`src/rtl/rfc_pkg.sv`:
```
package rfc_pkg;
  localparam int unsigned NIB_W = 4;

  typedef struct packed {
    logic [NIB_W-1:0] resume;
    logic [NIB_W-1:0] halt;
  } rfc_cfg_t;
endpackage

```
`src/rtl/rfc_cfg_reg.sv`:
```
module rfc_cfg_reg
  import rfc_pkg::*;
#(
  parameter int unsigned CNT_W      = 7,
  parameter int unsigned STEP_SHIFT = 2
) (
  input  logic             clk_i,
  input  logic             rst_ni,
  input  logic             we_i,
  input  rfc_cfg_t         wdata_i,
  output logic [CNT_W-1:0] halt_lvl_o,
  output logic [CNT_W-1:0] resume_lvl_o
);
  rfc_cfg_t cfg_q;

  always_ff @(posedge clk_i or negedge rst_ni) begin
    if (!rst_ni)   cfg_q <= '0;
    else if (we_i) cfg_q <= wdata_i;
  end

  // nibble counts groups of 2**STEP_SHIFT characters
  assign halt_lvl_o   = CNT_W'(cfg_q.halt)   << STEP_SHIFT;
  assign resume_lvl_o = CNT_W'(cfg_q.resume) << STEP_SHIFT;
endmodule

```
`src/rtl/rfc_hyst.sv`:
```
module rfc_hyst #(
  parameter int unsigned CNT_W = 7
) (
  input  logic             clk_i,
  input  logic             rst_ni,
  input  logic             en_i,
  input  logic [CNT_W-1:0] fill_i,
  input  logic [CNT_W-1:0] halt_lvl_i,
  input  logic [CNT_W-1:0] resume_lvl_i,
  output logic             halted_o
);
  logic halted_q, halted_d;

  always_comb begin
    halted_d = halted_q;
    if (!en_i)                       halted_d = 1'b0;
    else if (fill_i >= halt_lvl_i)   halted_d = 1'b1;  // halt wins on misordered levels
    else if (fill_i <= resume_lvl_i) halted_d = 1'b0;
  end

  always_ff @(posedge clk_i or negedge rst_ni) begin
    if (!rst_ni) halted_q <= 1'b0;
    else         halted_q <= halted_d;
  end

  assign halted_o = halted_q;
endmodule

```
`src/rtl/rx_flow_ctrl.sv`:
```
module rx_flow_ctrl
  import rfc_pkg::*;
#(
  parameter int unsigned FIFO_DEPTH = 64,
  parameter int unsigned STEP_SHIFT = 2,
  localparam int unsigned CNT_W     = $clog2(FIFO_DEPTH + 1)
) (
  input  logic             clk_i,
  input  logic             rst_ni,
  input  logic             cfg_we_i,
  input  logic [7:0]       cfg_wdata_i,
  input  logic             auto_en_i,
  input  logic             sw_rts_i,
  input  logic [CNT_W-1:0] fill_i,
  output logic             rts_no,
  output logic             halt_o
);
  logic [CNT_W-1:0] halt_lvl, resume_lvl;
  logic             halted;

  rfc_cfg_reg #(.CNT_W(CNT_W), .STEP_SHIFT(STEP_SHIFT)) u_cfg (
    .clk_i       (clk_i),
    .rst_ni      (rst_ni),
    .we_i        (cfg_we_i),
    .wdata_i     (rfc_cfg_t'(cfg_wdata_i)),
    .halt_lvl_o  (halt_lvl),
    .resume_lvl_o(resume_lvl)
  );

  rfc_hyst #(.CNT_W(CNT_W)) u_hyst (
    .clk_i       (clk_i),
    .rst_ni      (rst_ni),
    .en_i        (auto_en_i),
    .fill_i      (fill_i),
    .halt_lvl_i  (halt_lvl),
    .resume_lvl_i(resume_lvl),
    .halted_o    (halted)
  );

  assign rts_no = auto_en_i ? halted : ~sw_rts_i;
  assign halt_o = auto_en_i & halted;
endmodule

```
`config.mk`:
```
export PLATFORM = sky130hd
export DESIGN_NAME = rx_flow_ctrl
export DESIGN_NICKNAME = d
export VERILOG_FILES = /design/src/rtl/rfc_pkg.sv /design/src/rtl/rfc_cfg_reg.sv /design/src/rtl/rfc_hyst.sv /design/src/rtl/rx_flow_ctrl.sv
export SDC_FILE = /design/constraint.sdc
export NUM_CORES = 1
export LEC_CHECK = 0
export CAP_MARGIN = 20
export CORE_AREA = 2 2 39 41
export CTS_CLUSTER_DIAMETER = 150
export CTS_CLUSTER_SIZE = 16
export DETAILED_ROUTE_END_ITERATION = 16
export DIE_AREA = 0 0 41 43
export HOLD_SLACK_MARGIN = 0.03
export PLACE_DENSITY = 0.84
export SLEW_MARGIN = 20
export SYNTH_ARGS = -nofsm -noshare
export SYNTH_HDL_FRONTEND = slang
export SYNTH_SLANG_ARGS = --single-unit
```
`constraint.sdc`:
```
create_clock -name clk_i -period 4.1 [get_ports clk_i]
set_input_delay 0.615 -clock clk_i [delete_from_list [all_inputs] [get_ports clk_i]]
set_output_delay 0.615 -clock clk_i [all_outputs]
set_load 0.01 [all_outputs]
```
Yosys cells after proc, flatten, opt, wreduce, memory -nomap -nowiden. Cells that the tools add are included.

Bits of input ports: 20. Bits in registers: 9. Logic and storage cells: 12. Output and inout bits: 2.

Bitwise gates (word level): 2. Muxes and demuxes: 4. Magnitude comparators: 2. Eq/ne operators: 1.

Operators by type and width (count): greater-or-equal comparator 7 x 6 -> 1 bit (1); <= comparator 7 x 6 -> 1 bit (1); 2-to-1 mux 1 bit (4); inequality test 3 x 1 -> 1 bit, second input constant (1); bitwise AND 1 bit (1); inverter 1 bit (1).

Depth between registers and ports, before layout. Gate-level depths: netlist of run 1.

Depth in word-level cells: 4. Mapped depth: 6. Gate-level depth less buffers: 6.

Hierarchy. Synthesis of run 1 repeated with hierarchy kept, for this count alone.

Cell total of the unflattened synthesis: 73. Area, all modules: 764.5 sq um.

By module, submodules not included: rfc_cfg_reg (cells each 24, times used 1, area an instance 380.4 sq um, sequential area each 200.2 sq um); rfc_hyst (cells each 47, times used 1, area an instance 367.9 sq um, sequential area each 25.0 sq um); rx_flow_ctrl (cells each 2, times used 1, area an instance 16.3 sq um, sequential area each 0.0 sq um).

Least setup slack after synthesis of run 1. No wires, ideal clock.

Path kind: input to register. Start point: input port fill_i[2]. End point: register u_hyst.halted_q (netlist: u_hyst.halted_o). Data required time: 3.981 ns. Arrival time: 1.657 ns. Stages: 6. Library setup time: 0.119 ns. Path slack: 2.324 ns. Buffers on the path: 0. Path through: inv_1 > ha_1 > or4b_1 > o21ai_1 > a31oi_1 > o21a_1.

Longest elaborated chain between the ends: 3. Elaborated cells between the ends (all ways): 5. Classes of those cells: order compare (2); eq/ne (1); mux (2).

Ends and longest elaborated chain: start, declared (RTL line rx_flow_ctrl.sv:14) `input logic [CNT_W-1:0] fill_i,`; greater-or-equal comparator 7 x 6 -> 1 bit (RTL line rfc_hyst.sv:17) `else if (fill_i >= halt_lvl_i) halted_d = 1'b1;`; 2-to-1 mux 1 bit (RTL line rfc_hyst.sv:17); 2-to-1 mux 1 bit (RTL line rfc_hyst.sv:16) `if (!en_i) halted_d = 1'b0;`; end signal, assigned (RTL line rfc_hyst.sv:23) `else halted_q <= halted_d;`; end, declared (RTL line rfc_hyst.sv:12) `logic halted_q, halted_d;`.

Parallel ways exist; a longest one is shown, timed or not. A chain may end at the register's enable or synchronous reset.

Worst setup path in the final report of run 1.
Start point: input port auto_en_i. End point: output port rts_no.

Longest elaborated chain between the ends: 1.

Ends and longest elaborated chain: start, declared (RTL line rx_flow_ctrl.sv:12) `input logic auto_en_i,`; 2-to-1 mux 1 bit (RTL line rx_flow_ctrl.sv:40) `assign rts_no = auto_en_i ? halted : ~sw_rts_i;`; end, declared (RTL line rx_flow_ctrl.sv:15) `output logic rts_no,`.

No other way between the ends.

==> impl_metrics.json, run 1 <==
{
  "syn-mean-instance-area_um2": 9.67,
  "grt_first_pass_wirelength_mm": 1.75,
  "fin_setup_tns_ns": 0,
  "postRouteAntennaNets": 0,
  "cp.buffers_inverters": 2,
  "fin_skew_ns": 0.00155,
  "timing.final.ws_setup_ns": 1.57,
  "placed_cells": 91,
  "place_area_um2": 758,
  "min_period_ns": 2.53,
  "ys_types": 19,
  "worstSetupEndpointType": "output pin",
  "grt_usage_pct": 14.8,
  "ir_drop_mv": 0.176,
  "whs_path_depth": 1,
  "fin_nets": 108,
  "critPathMaxStageDelay_ns": 0.55,
  "portBuffers": 21,
  "antennaDiodeCount": 0,
  "dpl.hpwl_um": 893,
  "drive_gt1_share_pct": 8.86,
  "final_cell_mix": "clkdlybuf4s50_1, dfrtp_1, ha_1",
  "ctsResizeCount": 0,
  "area_growth_pct": 47.8,
  "final_common_cell": "clkdlybuf4s50_1",
  "r2r_setup_slack_ns": 2.54,
  "coreArea_mm2": 0.00138,
  "busiest_layer": "met2",
  "fin_hold_ws_ns": 0.523,
  "relSlewSlack_pct": 72.8,
  "cp-start-kind": "input port",
  "routed_wirelength_mm": 1.02,
  "antenna_found_initial": 0,
  "timing.rr.end": "u_hyst.halted_o$_DFFE_PN0P_",
  "cp_top_family": "buffers and inverters",
  "fillCellCount": 125,
  "grt_use_met2_pct": 24.7,
  "cp.depth": 4,
  "vias": 468,
  "clk_pin_slew_ns": 0.06,
  "fin_area_um2": 786,
  "post-cts-setup-buffers": 0,
  "wire_per_inst_um": 10.7,
  "worst_pin_slew_ns": 0.406,
  "syn-num-nets": 83,
  "r2r_start": "u_cfg.resume_lvl_o[2]$_DFFE_PN0P_",
  "ctsHoldBuffers": 0,
  "stdcell_count": 95,
  "hold_violations": 0,
  "cts_sinks": 9,
  "required_ns": 3.48,
  "grt_max_degree": 15,
  "place_congestion": 0.698,
  "numCtsBuffers": 3,
  "worstPathMaxFanout": 3,
  "dieArea_mm2": 0.00176,
  "drc": 0,
  "rsz0062_at_grt": "no",
  "place_ws_ns": 1.56,
  "cap_violations": 0,
  "finalMaxSlewViolations": 0,
  "holdPathEnd": "u_cfg.resume_lvl_o[2]$_DFFE_PN0P_",
  "crit_top_cell": "clkdlybuf4s50_1",
  "status": "finished clean",
  "ios": 22,
  "ys_seq_area_share_pct": 42.4,
  "cellLeakagePower_nw": 0.356,
  "cts_tree": "done",
  "max_freq_ghz": 0.396,
  "synth_seq_cells": 9,
  "hold_class": "register to register",
  "synth_cells": 55,
  "seqCellArea_um2": 225,
  "die_w_um": 41,
  "use_met1_pct": 15.4,
  "htree_levels": 1,
  "dr.pass1.iters": 4,
  "overflow": 0,
  "via_per_inst": 4.93,
  "multi_input_comb_area_um2": 277,
  "clk_latency_ns": 0.26,
  "cts_buffer_depth": 2,
  "root_buffer": "clkbuf_4",
  "crit_slowest_cell": "clkdlybuf4s50_1",
  "grt_util_met3_pct": 3.14,
  "synth.cell_area_um2": 532,
  "setup_violations": 0,
  "grt_pass1_vias": 472,
  "cp.arrival_ns": 1.91,
  "min_period_over_period_pct": 61.6,
  "min_from": "u_cfg.resume_lvl_o[2]$_DFFE_PN0P_",
  "yosys_warnings": 0,
  "p_per_area_mw_per_mm2": 288,
  "crit_path_cell_trace": "clkdlybuf4s50_1 > and2_1 > o21bai_1 > clkdlybuf4s50_1",
  "crit_type": "input port to output pin",
  "reg2reg_depth": 5,
  "rows": 14,
  "start_util_pct": 38.4,
  "die_h_um": 43,
  "drt-initial-drc-count": 5
}
-- synth_stat cells, drive strengths merged --
| cell | n | area [um2] |
|---|---|---|
| and2 | 1 | 6.26 |
| or2 | 1 | 6.26 |
| mux2 | 2 | 22.5 |
| o21bai | 1 | 7.51 |
| nand2 | 7 | 26.3 |
| a211oi | 2 | 15.0 |
| a31oi | 1 | 6.26 |
| nor2 | 1 | 3.75 |
| nor2b | 1 | 6.26 |
| or4b | 1 | 10.0 |
| o21ai | 8 | 40.0 |
| a311oi | 1 | 8.76 |
| o21a | 1 | 7.51 |
| inv | 7 | 26.3 |
| ha | 8 | 100 |
| clkbuf | 1 | 3.75 |
| nand3 | 2 | 10.0 |
| dfrtp | 9 | 225 |
-- cell type report --
class | count | area share, %
Tap cell | 16 | 2.55
Inverter | 7 | 3.34
Clock inverter | 1 | 0.637
Sequential cell | 9 | 28.7
Clock buffer | 3 | 2.87
Timing Repair Buffer | 21 | 26.8
Multi-Input combinational cell | 38 | 35.2
-- sequential cells by signal (all words and copies together) (netlist names) --
signal / count
u_cfg.halt_lvl_o: 4
u_cfg.resume_lvl_o: 4
u_hyst.halted_o: 1
-- stage by stage --
stage               power [mW]  utilization, %
floorplan                0.129               -
global placement         0.158            54.8
detailed placement       0.161            54.8
CTS                      0.230            56.8
global route             0.240            56.8
finish                   0.226            56.8
-- metal layers --
layer,share of wire (%),vias to the layer above
met2,55,11
met3,5.1,0
met1,40,218
li1,-,239
met5,0,-
met4,0,0
-- where the power goes --
group,internal [mW],total [mW],switching [mW]
registers,0.0970,0.0997,0.00277
logic,0.0344,0.0586,0.0241
clock network,0.0360,0.0679,0.0319
-- worst max path at each step --
stage,startpoint,end,slack (ns)
after CTS,auto_en_i,rts_no,1.55
after global routing,auto_en_i,rts_no,1.51
after global placement,auto_en_i,rts_no,1.61
final,auto_en_i,rts_no,1.57
after floorplan,fill_i[2],u_hyst.halted_o$_DFFE_PN0P_,2.32
after detailed placement,auto_en_i,rts_no,1.56
-- cell families (layout without fill, tap and decap cells) --
| logic type | Yosys count | after routing | synth area share [%] |
|---|---|---|---|
| buf+inv | 8 | 32 | 5.65 |
| compound gates | 14 | 14 | 16.0 |
| mux | 2 | 2 | 4.23 |
| flops | 9 | 9 | 42.4 |
| simple gates | 14 | 14 | 12.9 |
| fa+ha+maj | 8 | 8 | 18.8 |
No activity file was read; power rests on OpenSTA's default activity.
==> inputs of run 2 (changes only) <==
CORE_AREA = not set   (was 2 2 39 41)
CORE_UTILIZATION = 36   (was not set)
DIE_AREA = not set   (was 0 0 41 43)
PLACE_DENSITY = 0.81   (was 0.84)
clock period = 2.25 ns   (was 4.1 ns; I/O delays follow)
==> impl_metrics.json, run 2 (synthesis gave the netlist of run 1 again) <==
{
  "grt_first_pass_wirelength_mm": 1.63,
  "rsz0062_at_grt": "no",
  "finalMaxSlewViolations": 0,
  "worstPathMaxFanout": 3,
  "crit_type": "input port to output pin",
  "ctsHoldBuffers": 0,
  "reg2reg_depth": 5,
  "fin_skew_ns": 0.000708,
  "required_ns": 1.91,
  "overflow": 0,
  "final_cell_mix": "clkdlybuf4s50_1, dfrtp_1, ha_1",
  "cts_sinks": 9,
  "antennaDiodeCount": 0,
  "status": "finished clean",
  "htree_levels": 1,
  "power.share.sequential_pct": 44.5,
  "place_congestion": 0.696,
  "ctsResizeCount": 0,
  "post-cts-setup-buffers": 0,
  "p_comb_share_pct": 25.7,
  "cap_violations": 0,
  "cp-start-kind": "input port",
  "grt_max_degree": 15,
  "placed_cells": 90,
  "clk_latency_ns": 0.26,
  "internal_power_uw": 307,
  "cts_tree": "done",
  "r2r_start": "u_cfg.resume_lvl_o[2]$_DFFE_PN0P_",
  "stdcell_count": 94,
  "cellLeakagePower_nw": 0.353,
  "via_per_inst": 5.12,
  "fin_util_pct": 58.7,
  "place_area_um2": 757,
  "ir_drop_mv": 0.289,
  "routed_wirelength_mm": 1.06,
  "numCtsBuffers": 3,
  "die_w_um": 40.4,
  "cp.arrival_ns": 1.63,
  "hold_violations": 0,
  "antenna_found_initial": 0,
  "fin_nets": 108,
  "worst_pin_slew_ns": 0.420,
  "wire_per_inst_um": 11.3,
  "drive_gt1_share_pct": 7.59,
  "r2r_setup_slack_ns": 0.70,
  "power.total_uw": 409,
  "p_per_area_mw_per_mm2": 523,
  "place_ws_ns": 0.209,
  "coreArea_mm2": 0.00133,
  "min_period_ns": 1.97,
  "grt_pass1_vias": 410,
  "max_freq_ghz": 0.507,
  "cts_buffer_depth": 2,
  "postRouteAntennaNets": 0,
  "dieArea_mm2": 0.00163,
  "relSlewSlack_pct": 71.9,
  "portBuffers": 21,
  "root_buffer": "clkbuf_4",
  "drt-initial-drc-count": 5,
  "min_period_over_period_pct": 87.6,
  "grt_usage_pct": 16.3,
  "worstSetupEndpointType": "output pin",
  "setup_violations": 0,
  "highest_layer": "met4",
  "rows": 13,
  "p_sw_uw": 102,
  "m1WireLength_um": 433,
  "ios": 22,
  "die_h_um": 40.4,
  "power_frac_clock_pct": 29.9,
  "clk_pin_slew_ns": 0.06,
  "drc": 0,
  "fin_hold_ws_ns": 0.369,
  "fin_setup_tns_ns": 0,
  "dpl.hpwl_um": 901,
  "vias": 481,
  "timing.final.ws_setup_ns": 0.279,
  "start_util_pct": 39.9,
  "timing.rr.end": "u_hyst.halted_o$_DFFE_PN0P_",
  "final_common_cell": "clkdlybuf4s50_1",
  "hold_class": "input port to async pin",
  "fin_area_um2": 783,
  "wl_met2_um": 537,
  "dr.pass1.iters": 4,
  "area_growth_pct": 47.3,
  "wl_met3_um": 68,
  "p_sw_share_pct": 24.9
}
[run 2: power by group through the flow]
stage / clock network [mW] / logic (mW) / registers, mW
6_report: 0.122 / 0.105 / 0.182
5_1_grt: 0.142 / 0.123 / 0.183
4_1_cts: 0.129 / 0.108 / 0.182
3_5_place_dp: 0 / 0.107 / 0.185
3_3_place_gp: 0 / 0.103 / 0.185
2_1_floorplan: 0 / 0.0512 / 0.183
[run 2: final cells by class]
cell class,instances,area (um2)
fillers,137,551
multi-input cells,38,277
repair buffers,21,210
inverters,7,26.3
flip-flops and latches,9,225
clock buffers,4,26.3
well taps,15,18.8
[run 2: per-layer routing]
metal / vias up / track usage [%]
li1: 238 / -
met1: 224 / 16.6
met2: 17 / 28.6
met3: 2 / 5.00
met4: 0 / 10.0
met5: - / 0
[run 2: critical path, stage by stage]
cell,delay [ns]
clkdlybuf4s50_1,0.50
and2_1,0.15
o21bai_1,0.10
clkdlybuf4s50_1,0.55
[run 2: worst max path at each step]
stage	startpoint	slack, ns	end
2_1_floorplan	fill_i[2]	0.75	u_hyst.halted_o$_DFFE_PN0P_
3_3_place_gp	fill_i[2]	0.26	u_hyst.halted_o$_DFFE_PN0P_
3_5_place_dp	fill_i[2]	0.21	u_hyst.halted_o$_DFFE_PN0P_
4_1_cts	auto_en_i	0.27	rts_no
5_1_grt	auto_en_i	0.21	rts_no
6_report	auto_en_i	0.28	rts_no
